$ cat config.mk
export PLATFORM = sky130hd
export DESIGN_NAME = field_switch_top
export DESIGN_NICKNAME = d
export VERILOG_FILES = /design/src/rtl/fsw_pkg.sv /design/src/rtl/fsw_threshold.sv /design/src/rtl/fsw_hyst_fsm.sv /design/src/rtl/fsw_drive_delay.sv /design/src/rtl/field_switch_top.sv
export SDC_FILE = /design/constraint.sdc
export NUM_CORES = 1
export LEC_CHECK = 0
export BUFFER_PORTS_ARGS = -buffer_cell sky130_fd_sc_hd__buf_2
export CORE_MARGIN = 4
export CORE_UTILIZATION = 39
export DETAILED_ROUTE_END_ITERATION = 7
export GPL_TIMING_DRIVEN = 1
export SETUP_SLACK_MARGIN = 0.15
export SLEW_MARGIN = 25
export SYNTH_ARGS = -nofsm -noshare
export SYNTH_HDL_FRONTEND = slang
export SYNTH_SLANG_ARGS = --single-unit
$ cat constraint.sdc
create_clock -name clk -period 5.4 [get_ports clk]
set_input_delay 0.54 -clock clk [delete_from_list [all_inputs] [get_ports clk]]
set_output_delay 0.54 -clock clk [all_outputs]
set_load 0.005 [all_outputs]
$ cat src/rtl/fsw_pkg.sv
package fsw_pkg;
    typedef enum logic {
        SW_RELEASED = 1'b0,
        SW_OPERATED = 1'b1
    } sw_state_e;

    typedef enum logic [1:0] {
        DR_IDLE  = 2'd0,
        DR_WAIT  = 2'd1,
        DR_DRIVE = 2'd2
    } drv_state_e;
endpackage

$ cat src/rtl/fsw_threshold.sv
module fsw_threshold #(
    parameter int CODE_W = 8,
    parameter int TH_W   = 14,
    parameter int BASE_G = -20,
    parameter int STEP_G = 3,
    parameter int HYST_G = 15
) (
    input  logic [CODE_W-1:0]     op_code,
    input  logic                  op_dir,
    output logic signed [TH_W-1:0] op_th,
    output logic signed [TH_W-1:0] rel_th
);
    int mag_i;
    int op_i;
    int rel_i;

    // Linear scale on the code; direction mirrors its sign.
    always_comb begin
        mag_i  = BASE_G + STEP_G * int'(op_code);
        op_i   = op_dir ? -mag_i : mag_i;
        rel_i  = op_dir ? (op_i + HYST_G) : (op_i - HYST_G);
        op_th  = TH_W'(op_i);
        rel_th = TH_W'(rel_i);
    end
endmodule

$ cat src/rtl/fsw_hyst_fsm.sv
module fsw_hyst_fsm
    import fsw_pkg::*;
#(
    parameter int TH_W = 14
) (
    input  logic                   clk,
    input  logic                   rst_n,
    input  logic                   pwr_ok,
    input  logic                   field_valid,
    input  logic signed [TH_W-1:0] field_x,
    input  logic signed [TH_W-1:0] op_th,
    input  logic signed [TH_W-1:0] rel_th,
    input  logic                   op_dir,
    output logic                   sw_active
);
    sw_state_e st_q;
    sw_state_e st_d;
    logic      beyond_op;
    logic      past_rel;

    // Direction picks which side of each threshold counts.
    always_comb begin
        beyond_op = op_dir ? (field_x < op_th)  : (field_x > op_th);
        past_rel  = op_dir ? (field_x > rel_th) : (field_x < rel_th);
    end

    always_comb begin
        st_d = st_q;
        if (!pwr_ok) begin
            st_d = SW_RELEASED;
        end else if (field_valid) begin
            unique case (st_q)
                SW_RELEASED: if (beyond_op) st_d = SW_OPERATED;
                SW_OPERATED: if (past_rel)  st_d = SW_RELEASED;
                default:     st_d = SW_RELEASED;
            endcase
        end
    end

    always_ff @(posedge clk or negedge rst_n) begin
        if (!rst_n) st_q <= SW_RELEASED;
        else        st_q <= st_d;
    end

    always_comb begin
        sw_active = (st_q == SW_OPERATED);
    end

    p_hold_no_sample_r4: assert property (@(posedge clk) disable iff (!rst_n)
        (pwr_ok && !field_valid) |=> $stable(sw_active));

    p_power_loss_release_r6: assert property (@(posedge clk) disable iff (!rst_n)
        !pwr_ok |=> !sw_active);

    p_operate_taken_r1: assert property (@(posedge clk) disable iff (!rst_n)
        (pwr_ok && field_valid && !sw_active && beyond_op) |=> sw_active);

    p_release_taken_r2: assert property (@(posedge clk) disable iff (!rst_n)
        (pwr_ok && field_valid && sw_active && past_rel) |=> !sw_active);
endmodule

$ cat src/rtl/fsw_drive_delay.sv
module fsw_drive_delay
    import fsw_pkg::*;
#(
    parameter int DLY_STEP = 4
) (
    input  logic       clk,
    input  logic       rst_n,
    input  logic       want_low,
    input  logic [1:0] fall_sel,
    output logic       drv_en
);
    localparam int MAX_WAIT = 3 * DLY_STEP;
    localparam int CNT_W    = $clog2(MAX_WAIT + 1);

    drv_state_e       ds_q;
    drv_state_e       ds_d;
    logic [CNT_W-1:0] cnt_q;
    logic [CNT_W-1:0] cnt_d;
    logic [CNT_W-1:0] load_val;

    always_comb begin
        load_val = CNT_W'(int'(fall_sel) * DLY_STEP - 1);
    end

    always_comb begin
        ds_d  = ds_q;
        cnt_d = cnt_q;
        unique case (ds_q)
            DR_IDLE: begin
                if (want_low) begin
                    if (fall_sel == 2'd0) begin
                        ds_d = DR_DRIVE;
                    end else begin
                        ds_d  = DR_WAIT;
                        cnt_d = load_val;
                    end
                end
            end
            DR_WAIT: begin
                if (!want_low)          ds_d = DR_IDLE;
                else if (cnt_q == '0)   ds_d = DR_DRIVE;
                else                    cnt_d = cnt_q - 1'b1;
            end
            DR_DRIVE: begin
                if (!want_low) ds_d = DR_IDLE;
            end
            default: ds_d = DR_IDLE;
        endcase
    end

    always_ff @(posedge clk or negedge rst_n) begin
        if (!rst_n) begin
            ds_q  <= DR_IDLE;
            cnt_q <= '0;
        end else begin
            ds_q  <= ds_d;
            cnt_q <= cnt_d;
        end
    end

    // Release of the pull-down takes effect without a register stage.
    always_comb begin
        drv_en = (ds_q == DR_DRIVE) && want_low;
    end

    p_no_instant_on_r7: assert property (@(posedge clk) disable iff (!rst_n)
        $rose(want_low) |-> !drv_en);

    p_expiry_drives_r7: assert property (@(posedge clk) disable iff (!rst_n)
        (ds_q == DR_WAIT && want_low && cnt_q == '0) |=> (drv_en || !want_low));

    p_cancel_idles_r9: assert property (@(posedge clk) disable iff (!rst_n)
        (ds_q == DR_WAIT && !want_low) |=> !drv_en);
endmodule

$ cat src/rtl/field_switch_top.sv
module field_switch_top #(
    parameter int FIELD_W  = 12,
    parameter int CODE_W   = 8,
    parameter int BASE_G   = -20,
    parameter int STEP_G   = 3,
    parameter int HYST_G   = 15,
    parameter int DLY_STEP = 4
) (
    input  logic                      clk,
    input  logic                      rst_n,
    input  logic                      pwr_ok,
    input  logic                      field_valid,
    input  logic signed [FIELD_W-1:0] field,
    input  logic [CODE_W-1:0]         op_code,
    input  logic                      op_dir,
    input  logic                      out_inv,
    input  logic [1:0]                fall_sel,
    output logic                      sw_active,
    output logic                      drv_en
);
    localparam int TH_W = FIELD_W + 2;

    logic signed [TH_W-1:0] field_x;
    logic signed [TH_W-1:0] op_th;
    logic signed [TH_W-1:0] rel_th;
    logic                   want_low;

    always_comb begin
        field_x  = TH_W'(field);
        want_low = (sw_active != out_inv);
    end

    fsw_threshold #(
        .CODE_W (CODE_W),
        .TH_W   (TH_W),
        .BASE_G (BASE_G),
        .STEP_G (STEP_G),
        .HYST_G (HYST_G)
    ) u_thr (
        .op_code (op_code),
        .op_dir  (op_dir),
        .op_th   (op_th),
        .rel_th  (rel_th)
    );

    fsw_hyst_fsm #(
        .TH_W (TH_W)
    ) u_fsm (
        .clk         (clk),
        .rst_n       (rst_n),
        .pwr_ok      (pwr_ok),
        .field_valid (field_valid),
        .field_x     (field_x),
        .op_th       (op_th),
        .rel_th      (rel_th),
        .op_dir      (op_dir),
        .sw_active   (sw_active)
    );

    fsw_drive_delay #(
        .DLY_STEP (DLY_STEP)
    ) u_drv (
        .clk      (clk),
        .rst_n    (rst_n),
        .want_low (want_low),
        .fall_sel (fall_sel),
        .drv_en   (drv_en)
    );

    p_drive_sense_r5: assert property (@(posedge clk) disable iff (!rst_n)
        drv_en |-> (sw_active != out_inv));

    p_poweron_high_r6: assert property (@(posedge clk) disable iff (!rst_n)
        ($past(!pwr_ok) && !out_inv) |-> !drv_en);
endmodule

After elaboration in Yosys (flattened, before gate mapping) --
Index checks and enable logic that the tools add are counted.
Word-level totals: register bits after elaboration 7, bits of input ports 28
Cells by class: $add $sub $neg 6, $lt $le $gt $ge 4, reduce and logical (&&, ||, !) cells 7, equality and inequality tests 10, mux-type cells 20, $mul 1, bitwise logic cells 1
Operators with widths (number):
- $gt 12x14->1 | 2
- $lt 12x14->1 | 2
- $mux 14 | 2
- $mux 4 | 4
- $add 14x5->14 const B | 1
- $add 6x14->14 const A | 1
- $neg 14->14 | 1
- $sub 14x5->14 const B | 1
- $mul 2x8->10 const A | 1
- $mux 2 | 5
- $pmux 4 s2 | 1
- $sub 4x1->4 const B | 2
- $mux 1 | 6
- $ne 2x1->1 const B | 3
- $ne 2x2->1 const B | 3
- $pmux 2 s3 | 1
- $reduce_and 5->1 | 1
- $logic_not 2->1 | 2
- $logic_not 4->1 | 1
- $ne 3x3->1 const B | 1
- $reduce_and 3->1 | 1
- $eq 2x1->1 const B | 1
- $eq 2x2->1 const B | 1
- $pmux 1 s2 | 1
- 4 further kinds | 4

Depth between registers and ports, before layout --
Gate-level depths: netlist of run 1.
word-level depth 12, mapped depth 23, depth with buffers taken out 22

Modules after synthesis --
A second synthesis of run 1 with hierarchy kept.
Second synthesis, totals: cells, all modules 394, area, all modules 2891.5 um2
Modules (own cells, without submodules):
- fsw_threshold | cells an instance 232, area each 1640.3 um2, instances 1
- fsw_hyst_fsm | cells an instance 116, area each 832.0 um2, instances 1
- fsw_drive_delay | cells an instance 45, area each 410.4 um2, instances 1
- field_switch_top | cells an instance 1, area each 8.8 um2, instances 1

Least setup slack after synthesis of run 1 --
OpenSTA, ideal clock, no wires.
kind in2reg, start point input op_code[0], end point register u_fsm.st_q, in the netlist u_fsm.sw_active, path slack 0.261 ns, required time 5.296 ns, arrival time 5.035 ns, cell stages on the path 20, path buffers 0, cell sequence ha_1 > fa_1 > xnor2_1 > ha_1 > or4_4 > or4_4 > o22ai_4 > xnor3_1 > nand3b_4 > a32oi_2 > nand3_2 > nor4b_4 > a211oi_1 > ha_1 > o21a_1 > o21ai_0 > a31oi_1 > o22ai_1 > mux2i_1 > a221oi_1
On the way: longest elaborated chain between the ends 12, elaborated cells between the ends (all ways) 18, classes of those cells add/sub (4); mul (1); order compare (4); mux (9)
RTL lines:
- start, declared | RTL line field_switch_top.sv:14 | input logic [CODE_W-1:0] op_code,
- $mul 2x8->10 * | RTL line fsw_threshold.sv:19 | mag_i = BASE_G + STEP_G * int'(op_code);
- $add 6x14->14 * | RTL line fsw_threshold.sv:19
- $neg 14->14 | RTL line fsw_threshold.sv:20 | op_i = op_dir ? -mag_i : mag_i;
- $mux 14 * | RTL line fsw_threshold.sv:20
- $sub 14x5->14 or $add 14x5->14 (tied branches) | RTL line fsw_threshold.sv:21 | rel_i = op_dir ? (op_i + HYST_G) : (op_i - HYST_G);
- $mux 14 | RTL line fsw_threshold.sv:21
- $lt 12x14->1 or $gt 12x14->1 (tied branches) | RTL line fsw_hyst_fsm.sv:24 | past_rel = op_dir ? (field_x > rel_th) : (field_x < rel_th);
- $mux 1 | RTL line fsw_hyst_fsm.sv:24
- $mux 1 | RTL line fsw_hyst_fsm.sv:34 | SW_OPERATED: if (past_rel) st_d = SW_RELEASED;
- $pmux 1 s2 * | RTL line fsw_hyst_fsm.sv:32 | unique case (st_q)
- $mux 1 * | RTL line fsw_hyst_fsm.sv:31 | end else if (field_valid) begin
- $mux 1 * | RTL line fsw_hyst_fsm.sv:29 | if (!pwr_ok) begin
- end signal, assigned | RTL line fsw_hyst_fsm.sv:42 | else st_q <= st_d;
- end, declared | RTL line fsw_hyst_fsm.sv:16 | sw_state_e st_q;
Mark *: on every way between the ends. The rest lies on a longest branch, timed or not. The select of a mux whose other input is x is not followed. A chain may end at the register's enable or synchronous reset.

Final worst setup path of run 1 --
start point input op_code[1], end point register u_fsm.st_q, in the netlist u_fsm.sw_active
The elaborated chain is that of the path after synthesis.

==> impl_metrics.env, run 1 <==
export IMPL_row_count=30
export IMPL_final_hold_viol_count=0
export IMPL_synth_nets=400
export IMPL_critPathSlowestCell="or4_1"
export IMPL_endpoint_kind="flip-flop"
export IMPL_r2r_start="u_drv.cnt_q[0]$_DFFE_PN0P_"
export IMPL_regToRegSetupSlack_ns=3.36
export IMPL_multiInputGateArea_um2=2560
export IMPL_max_freq_mhz=200
export IMPL_synth_top_flop_cell="dfrtp_1"
export IMPL_drt_vias_per_instance=5.42
export IMPL_stdcell_area_um2=3290
export IMPL_min_period_over_period_pct=92.8
export IMPL_relSlewSlack_pct=67.2
export IMPL_grt_pass1_vias=2368
export IMPL_grt_max_degree=31
export IMPL_cts_root_buf="clkbuf_8"
export IMPL_max_stage_delay_ns=0.55
export IMPL_cts_resized=0
export IMPL_synthArstFlopShare_pct=100
export IMPL_ys_types=87
export IMPL_vias=2555
export IMPL_clock_sinks=7
export IMPL_seq_area_frac_synth_pct=6.25
export IMPL_r2r_end="u_drv.cnt_q[2]$_DFFE_PN0P_"
export IMPL_pre_cts_slack_ns=-0.0101
export IMPL_antenna_found_initial=0
export IMPL_cp_arrival_ns=5.11
export IMPL_leakage_nw=1.44
export IMPL_wire_per_inst_um=13.4
export IMPL_drtIter0Drc=119
export IMPL_ant_nets=0
export IMPL_netlist_area_um2=2800
export IMPL_worstRegToRegCells=9
export IMPL_synthMuxAreaShare_pct=2.23
export IMPL_setup_ws_ns=0.390
export IMPL_grt_pass1_wl_um=10600
export IMPL_synth_top_family_by_area="simple AND/OR/NAND/NOR gates"
export IMPL_initial_core_util_pct=40.8
export IMPL_clock_latency_ns=0.23
export IMPL_area_growth_pct=17.2
export IMPL_slew_violations=0
export IMPL_ir_worst_vdd_uv=102
export IMPL_htree_levels=1
export IMPL_rsz0062_at_grt="false"
export IMPL_die_y_um=92.8
export IMPL_pin_count=30
export IMPL_pwr_density_cell_nw_per_um2=274
export IMPL_cts_setup_buffers=0
export IMPL_drive_above_1_share_pct=29.1
export IMPL_die_area_um2=8610
export IMPL_hold_path_class="in2async"
export IMPL_synth_xor_area_share_pct=15.4
export IMPL_setup_viol=0
export IMPL_num_fill_cells=704
export IMPL_ys_warn_count=0
export IMPL_cts_hold_buf=0
export IMPL_period_needed_ns=5.01
export IMPL_drt_pass1_iter_count=4
export IMPL_tightest_slew_ns=0.480
export IMPL_cp_start_kind="input port"
export IMPL_finalWirelength_um=6330
export IMPL_status="completed"
export IMPL_num_antenna_cells=0
export IMPL_placed_area_um2=3160
export IMPL_regArea_um2=175
export IMPL_cts_buffers=3
export IMPL_postLayoutCoreUtil_pct=47.8
export IMPL_gp_congestion=0.850
export IMPL_dp_hpwl_um=5360
export IMPL_finalClockSkew_ns=0.000339
export IMPL_overflow=0
export IMPL_dieWidth_um=92.8
export IMPL_synth_fa_ha_area_share_pct=20.4
export IMPL_cp_required_ns=5.50
export IMPL_avgSynthCellArea_um2=8.57
export IMPL_synth_edf_count=0
export IMPL_setup_tns_final_ns=0
export IMPL_critical_path_class="in2reg"
export IMPL_path_cells="buf_2 -> ha_1 -> fa_2 -> xnor2_2 -> buf_4 -> ha_2 -> buf_4 -> or4_1 -> o22ai_2 -> o22a_1 -> o22ai_2 -> buf_4 -> a221oi_2 -> o22ai_2 -> o311a_1 -> a31oi_1 -> ha_1 -> o21a_1 -> o21ai_1 -> a31oi_1 -> o22ai_1 -> mux2i_1 -> a221oi_2"
export IMPL_track_usage_pct=14.5
export IMPL_final_nets=449
export IMPL_core_area_um2=6870
export IMPL_syn_inst=327
export IMPL_synth_compound_area_share_pct=24.8
export IMPL_cts_tree="done"
export IMPL_yosys_area_share_simple_pct=25.4
export IMPL_ys_ff_latch=7
export IMPL_io_buffers=29
export IMPL_cp_max_fo=6
export IMPL_drcViolationCount=0
export IMPL_whs_ns=0.140
export IMPL_cap_violations=0
export IMPL_clk_pin_slew_ns=0.04
export IMPL_clockBufferDepth=2
-- synth_stat cells, drive strengths merged (5+ instances only) --
master / count / share of area (%)
nor2b: 7 / 1.6
inv: 20 / 2.7
xnor2: 23 / 8.1
o22ai: 7 / 2.3
nand3: 13 / 2.7
o21ai: 17 / 3.2
nor2: 21 / 3.0
dfrtp: 7 / 6.3
xor2: 9 / 4.0
a21oi: 11 / 2.5
nor3: 5 / 0.89
or3: 5 / 1.3
o21bai: 5 / 1.3
ha: 44 / 20
a31oi: 5 / 1.1
nand2: 25 / 3.4
o21a: 12 / 3.2
and2: 7 / 1.8
nand4: 6 / 1.6
clkbuf: 5 / 2.1
or4: 6 / 2.0
-- layout by cell type, fill, tap and decap left out, drive strengths merged, types with 6 or more instances in the layout --
master / n
buf: 51
ha: 44
nand2: 25
xnor2: 23
nor2: 21
inv: 20
o21ai: 17
nand3: 13
o21a: 12
a21oi: 11
xor2: 9
nor2b: 7
dfrtp: 7
o22ai: 7
and2: 7
nand4: 6
or4: 6
-- stage by stage --
step / total power [mW] / std cells
2_1_floorplan: 0.618 / 327
3_5_place_dp: 0.793 / 467
5_1_grt: 0.999 / 471
4_1_cts: 0.872 / 471
6_report: 0.900 / 471
3_3_place_gp: 0.786 / 467
-- sequential cells by signal, indices dropped and copies added (netlist names) --
signal / cells
u_drv.cnt_q: 4
u_drv.ds_q: 2
u_fsm.sw_active: 1
-- how the worst max path moves through the flow --
stage,start,depth (start not counted),to
after global placement,op_code[1],21,u_fsm.sw_active$_DFFE_PN0P_
after floorplan,op_code[0],20,u_fsm.sw_active$_DFFE_PN0P_
after global routing,op_code[1],23,u_fsm.sw_active$_DFFE_PN0P_
after detailed placement,op_code[1],21,u_fsm.sw_active$_DFFE_PN0P_
final,op_code[1],23,u_fsm.sw_active$_DFFE_PN0P_
after CTS,op_code[1],21,u_fsm.sw_active$_DFFE_PN0P_
-- layout make-up --
class	instances	area share (%)
Inverter	21	2.40
Sequential cell	7	5.33
Timing Repair Buffer	51	9.44
Tap cell	96	3.66
Clock buffer	4	1.37
Multi-Input combinational cell	292	77.8
-- worst max-delay path: cells and delay by family --
family	cells	cell delay, ns
buf+inv	4	0.56
fa+ha+maj	4	1.12
compound gates	12	1.93
mux	1	0.24
xor+xnor	1	0.15
simple gates	1	0.55
-- cell families after synthesis --
family                     count (synthesis)
AOI/OAI and AO/OA                         87
xor gates and xnor gates                  36
adders and majority gates                 45
buffers and inverters                     28
DFF                                        7
muxes                                      6
and+or+nand+nor                          118
-- report_power, final --
part / total, mW / leakage (nW) / switching (mW) / internal [mW]
logic: 0.739 / 1.34 / 0.376 / 0.363
registers: 0.0878 / 0.0828 / 0.0178 / 0.0700
clock network: 0.0734 / 0.0228 / 0.0224 / 0.0510
-- routing by layer --
layer	part of all wire, %	GRT usage [%]	routed length [um]
met4	1.1	1.83	67
met5	0	0	0
met3	3.1	1.38	197
met2	45	23.8	2830
met1	51	21.0	3230
Note: power is estimated with default switching activity, not from simulation.
==> run 2: changes to the inputs <==
clock period = 5.6 ns   (was 5.4 ns; I/O delays follow)
==> run 2 against run 1 <==
Against the previous run: global-route usage decreased by 0.097 points; non-clock buffer count shrank 16; combinational power decreased by 12%; die area unchanged; count of clock-buffer cells in the layout did not move; largest cell class unchanged; sequential cell count unchanged.
==> impl_metrics.env, run 2 (same netlist as run 1, synthesis figures left out) <==
export IMPL_status="completed"
export IMPL_largest_register="u_drv.cnt_q"
export IMPL_path_depth=21
export IMPL_max_freq_mhz=194
export IMPL_grt_max_degree=34
export IMPL_cts_hold_buf=0
export IMPL_drive_above_1_share_pct=23.4
export IMPL_ir_worst_vdd_uv=86.2
export IMPL_clock_latency_ns=0.23
export IMPL_leakage_nw=1.35
export IMPL_dp_hpwl_um=5200
export IMPL_cp_start_kind="input port"
export IMPL_largest_reg_flops=4
export IMPL_gp_congestion=0.811
export IMPL_drt_pass1_iter_count=4
export IMPL_r2r_start="u_drv.cnt_q[0]$_DFFE_PN0P_"
export IMPL_cts_root_buf="clkbuf_8"
export IMPL_cts_tree="done"
export IMPL_period_needed_ns=5.16
export IMPL_initial_core_util_pct=40.8
export IMPL_min_period_over_period_pct=92.2
export IMPL_slew_violations=0
export IMPL_antenna_found_initial=0
export IMPL_overflow=0
export IMPL_endpoint_kind="flip-flop"
export IMPL_multiInputGateArea_um2=2510
export IMPL_grt_pass1_wl_um=10400
export IMPL_num_fill_cells=692
export IMPL_dieWidth_um=92.8
export IMPL_cp_top_family="compound AO/OA/AOI/OAI gates"
export IMPL_drt_vias_per_instance=5.33
export IMPL_relSlewSlack_pct=59.8
export IMPL_final_nets=433
export IMPL_vias=2423
export IMPL_cts_buffers=3
export IMPL_finalWirelength_um=6040
export IMPL_final_cells=455
export IMPL_final_cell_mix="44 x ha_1, 29 x buf_2, 24 x nand2_1"
export IMPL_max_stage_delay_ns=0.44
export IMPL_drcViolationCount=0
export IMPL_clockBufferDepth=2
export IMPL_crit_top_cell="ha_1"
export IMPL_final_hold_viol_count=0
export IMPL_cp_required_ns=5.73
export IMPL_dp_cells=451
export IMPL_hold_path_class="in2async"
export IMPL_pwr_density_cell_nw_per_um2=259
export IMPL_worstRegToRegCells=9
export IMPL_ant_nets=0
export IMPL_die_area_um2=8610
export IMPL_cap_violations=0
export IMPL_die_y_um=92.8
export IMPL_drtIter0Drc=190
export IMPL_grt_pass1_vias=2317
export IMPL_setup_viol=0
export IMPL_num_antenna_cells=0
export IMPL_io_buffers=29
export IMPL_tightest_slew_ns=0.604
export IMPL_regArea_um2=175
export IMPL_htree_levels=1
export IMPL_setup_tns_final_ns=0
export IMPL_pre_cts_slack_ns=0.0472
export IMPL_finalClockSkew_ns=0.00479
export IMPL_critPathSlowestCell="or4_4"
export IMPL_row_count=30
export IMPL_cp_arrival_ns=5.29
export IMPL_clk_pin_slew_ns=0.04
export IMPL_track_usage_pct=14.4
export IMPL_whs_ns=0.154
export IMPL_setup_ws_ns=0.436
export IMPL_wire_per_inst_um=13.3
export IMPL_clock_sinks=7
export IMPL_cp_max_fo=4
export IMPL_postLayoutCoreUtil_pct=45.4
export IMPL_cp_startpoint="op_code[1]"
export IMPL_pin_count=30
export IMPL_area_growth_pct=11.2
export IMPL_crit_buf_inv=1
export IMPL_rsz0062_at_grt="false"
export IMPL_critical_path_class="in2reg"
export IMPL_path_cells="buf_2 -> ha_1 -> fa_2 -> xnor2_2 -> ha_1 -> or4_4 -> or4_4 -> o22ai_4 -> xnor3_1 -> nand3b_4 -> a32oi_4 -> nand3_2 -> nor4b_4 -> a211oi_2 -> ha_1 -> o21a_1 -> o21ai_0 -> a31oi_1 -> o22ai_1 -> mux2i_1 -> a221oi_1"
export IMPL_core_area_um2=6870
export IMPL_final_common_cell="ha_1"
-- run 2: path summary, 6_finish.rpt --
kind	end	slack, ns
worst max-delay path	u_fsm.sw_active$_DFFE_PN0P_	0.44
worst min-delay path	u_drv.ds_q[1]$_DFFE_PN0P_	0.15
worst max register to register	u_drv.cnt_q[2]$_DFFE_PN0P_	3.56
worst min register to register	u_drv.cnt_q[0]$_DFFE_PN0P_	0.49
max in group asynchronous	u_drv.ds_q[0]$_DFFE_PN0P_	5.29
min in group clk	u_drv.cnt_q[0]$_DFFE_PN0P_	0.49
-- run 2: power breakdown --
| part | total (mW) | internal (mW) | switching, mW |
|---|---|---|---|
| Clock | 0.0718 | 0.0493 | 0.0225 |
| Sequential | 0.0848 | 0.0675 | 0.0173 |
| Combinational | 0.651 | 0.307 | 0.344 |
-- run 2: worst register-to-register path, delay by kind of cell (launching register included) --
| kind | cells | cell delay (ns) |
|---|---|---|
| buffers and inverters | 2 | 0.16 |
| flip-flops | 1 | 0.40 |
| AND/OR/NAND/NOR | 3 | 0.59 |
| multiplexers | 2 | 0.29 |
| AO/OA/AOI/OAI | 1 | 0.31 |
| adder cells (fa/ha/maj) | 1 | 0.17 |
-- run 2: layout make-up --
type                       count  area share, %
timing repair buffer          35           6.10
multi-input combinational    292           80.4
inverter                      21           2.53
tap                           96           3.86
clock buffer                   4           1.45
sequential                     7           5.62
-- run 2: what timing repair did --
item / 4_1_cts / 5_1_grt
buffers inserted: 0 / 0
resized for setup: 0 / 5
setup endpoints to repair: 0 / 1
-- run 2: per-stage QoR --
stage,power [mW],area (um2)
floorplan,0.596,2800
global placement,0.717,3040
detailed placement,0.725,3040
CTS,0.803,3080
global route,0.899,3120
finish,0.808,3120
-- run 2: metal layers --
metal  track usage (%)  vias up  share of wire (%)
met4              2.69        0               0.63
met3              1.46        5                3.9
met5                 0        -                  0
met1              20.7     1083                 52
met2              23.3       43                 44
li1                  -     1292                  -
==> run 3: changes to the inputs <==
clock period = 6 ns   (was 5.6 ns; I/O delays follow)
==> run 3 against run 2 <==
Against the previous run: global-route usage increased by 0.37 points; final cell count shrank 0.88%; core utilization shrank 0.73 points; sequential cell count stayed put; critical endpoint unchanged; sequential share of layout area grew 0.092 points; count of clock-buffer cells in the layout is the same; highest routed layer unchanged; largest power group unchanged; critical path depth is the same; die area unchanged; clock skew down 0.0026 ns; routed wire length grew 1.4%; largest cell class unchanged; sequential power fell by 7.3%.
==> impl_metrics.env, run 3 (same netlist as run 1, synthesis figures left out) <==
export IMPL_cp_start_kind="input port"
export IMPL_rsz0062_at_grt="false"
export IMPL_finalClockSkew_ns=0.00220
export IMPL_gp_congestion=0.820
export IMPL_hold_path_class="in2async"
export IMPL_total_power_mw=0.742
export IMPL_leakage_nw=1.33
export IMPL_critical_path_class="in2reg"
export IMPL_dp_hpwl_um=5350
export IMPL_clock_latency_ns=0.23
export IMPL_final_hold_viol_count=0
export IMPL_period_needed_ns=5.46
export IMPL_final_nets=429
export IMPL_setup_tns_final_ns=0
export IMPL_min_period_over_period_pct=90.9
export IMPL_setup_viol=0
export IMPL_pwr_density_cell_nw_per_um2=242
export IMPL_largest_register="u_drv.cnt_q"
export IMPL_ant_nets=0
export IMPL_dp_cells=447
export IMPL_largest_reg_flops=4
export IMPL_cp_max_fo=10
export IMPL_cts_buffers=3
export IMPL_area_growth_pct=9.38
export IMPL_row_count=30
export IMPL_cap_violations=0
export IMPL_vias=2421
export IMPL_cts_hold_buf=0
export IMPL_cp_required_ns=6.12
export IMPL_relSlewSlack_pct=61.8
export IMPL_r2r_start="u_drv.cnt_q[0]$_DFFE_PN0P_"
export IMPL_htree_levels=1
export IMPL_final_common_cell="ha_1"
export IMPL_ir_worst_vdd_uv=80.9
export IMPL_endpoint_kind="flip-flop"
export IMPL_die_area_um2=8610
export IMPL_whs_ns=0.199
export IMPL_num_antenna_cells=0
export IMPL_status="completed"
export IMPL_drtIter0Drc=156
export IMPL_io_buffers=29
export IMPL_regToRegSetupSlack_ns=4.01
export IMPL_dieWidth_um=92.8
export IMPL_final_cells=451
export IMPL_die_y_um=92.8
export IMPL_pin_count=30
export IMPL_grt_max_degree=34
export IMPL_clock_sinks=7
export IMPL_drt_vias_per_instance=5.37
export IMPL_antenna_found_initial=0
export IMPL_r2r_end="u_drv.cnt_q[2]$_DFFE_PN0P_"
export IMPL_grt_pass1_vias=2336
export IMPL_stdcell_area_um2=3070
export IMPL_drt_pass1_iter_count=4
export IMPL_clockBufferDepth=2
export IMPL_wire_per_inst_um=13.6
export IMPL_initial_core_util_pct=40.8
export IMPL_core_area_um2=6870
export IMPL_clk_pin_slew_ns=0.04
export IMPL_cts_root_buf="clkbuf_8"
export IMPL_overflow=0
export IMPL_finalWirelength_um=6120
export IMPL_max_freq_mhz=183
export IMPL_placed_area_um2=3010
export IMPL_drive_above_1_share_pct=22.0
export IMPL_num_fill_cells=695
export IMPL_cts_tree="done"
export IMPL_final_cell_mix="44 x ha_1, 29 x buf_2, 24 x nand2_1"
export IMPL_slew_violations=0
export IMPL_cp_arrival_ns=5.58
export IMPL_grt_pass1_wl_um=10700
export IMPL_drcViolationCount=0
export IMPL_track_usage_pct=14.8
export IMPL_tightest_slew_ns=0.573
export IMPL_worstRegToRegCells=9
-- run 3: per-layer routing --
layer,up-vias,GRT usage [%],part of all wire (%)
li1,1283,-,-
met1,1098,21.7,51
met2,36,24.1,46
met3,4,1.22,3.2
met4,0,1.83,0.47
met5,-,0,0
-- run 3: stage by stage --
stage / util [%] / setup slack, ns
floorplan: - / 0.801
global placement: 43.8 / 0.311
detailed placement: 43.8 / 0.219
CTS: 44.4 / 0.436
global route: 44.6 / 0.183
finish: 44.6 / 0.544
-- run 3: report_power, final --
| group | internal [mW] | total (mW) | leakage (nW) | switching (mW) |
|---|---|---|---|---|
| Sequential | 0.0630 | 0.0786 | 0.0828 | 0.0156 |
| Combinational | 0.281 | 0.598 | 1.23 | 0.317 |
| Clock | 0.0459 | 0.0654 | 0.0228 | 0.0195 |
| Total | 0.390 | 0.742 | 1.33 | 0.352 |
-- run 3: cell type report --
| cell class | count | area (um2) | area share (%) |
|---|---|---|---|
| flip-flops and latches | 7 | 175 | 5.71 |
| well taps | 96 | 120 | 3.92 |
| clock buffers | 4 | 45.0 | 1.47 |
| inverters | 21 | 78.8 | 2.57 |
| multi-input cells | 292 | 2490 | 81.1 |
| repair buffers | 31 | 160 | 5.22 |
-- run 3: timing repair --
item / 4_1_cts / 5_1_grt
gates resized for setup: 0 / 2
setup endpoints to repair: 0 / 1
buffers inserted: 0 / 0
-- run 3: worst max path at each step --
| stage | startpoint | end | slack [ns] | cells past startpoint |
|---|---|---|---|---|
| after CTS | op_code[0] | u_fsm.sw_active$_DFFE_PN0P_ | 0.44 | 21 |
| after floorplan | op_code[0] | u_fsm.sw_active$_DFFE_PN0P_ | 0.80 | 20 |
| final | op_code[0] | u_fsm.sw_active$_DFFE_PN0P_ | 0.54 | 21 |
| after global placement | op_code[0] | u_fsm.sw_active$_DFFE_PN0P_ | 0.31 | 21 |
| after global routing | op_code[0] | u_fsm.sw_active$_DFFE_PN0P_ | 0.18 | 21 |
| after detailed placement | op_code[0] | u_fsm.sw_active$_DFFE_PN0P_ | 0.22 | 21 |
-- run 3: worst max-delay path, stage by stage --
cell	delay, ns
buf_2	0.16
ha_1	0.26
fa_1	0.45
xnor2_2	0.18
ha_1	0.35
or4_4	0.45
or4_4	0.44
o22ai_4	0.20
xnor3_1	0.34
nand3b_4	0.16
a32oi_2	0.27
nand3_2	0.14
nor4b_4	0.16
a211oi_2	0.22
ha_1	0.27
o21a_1	0.17
o21ai_0	0.14
a31oi_1	0.06
o22ai_1	0.18
mux2i_1	0.10
a221oi_1	0.28
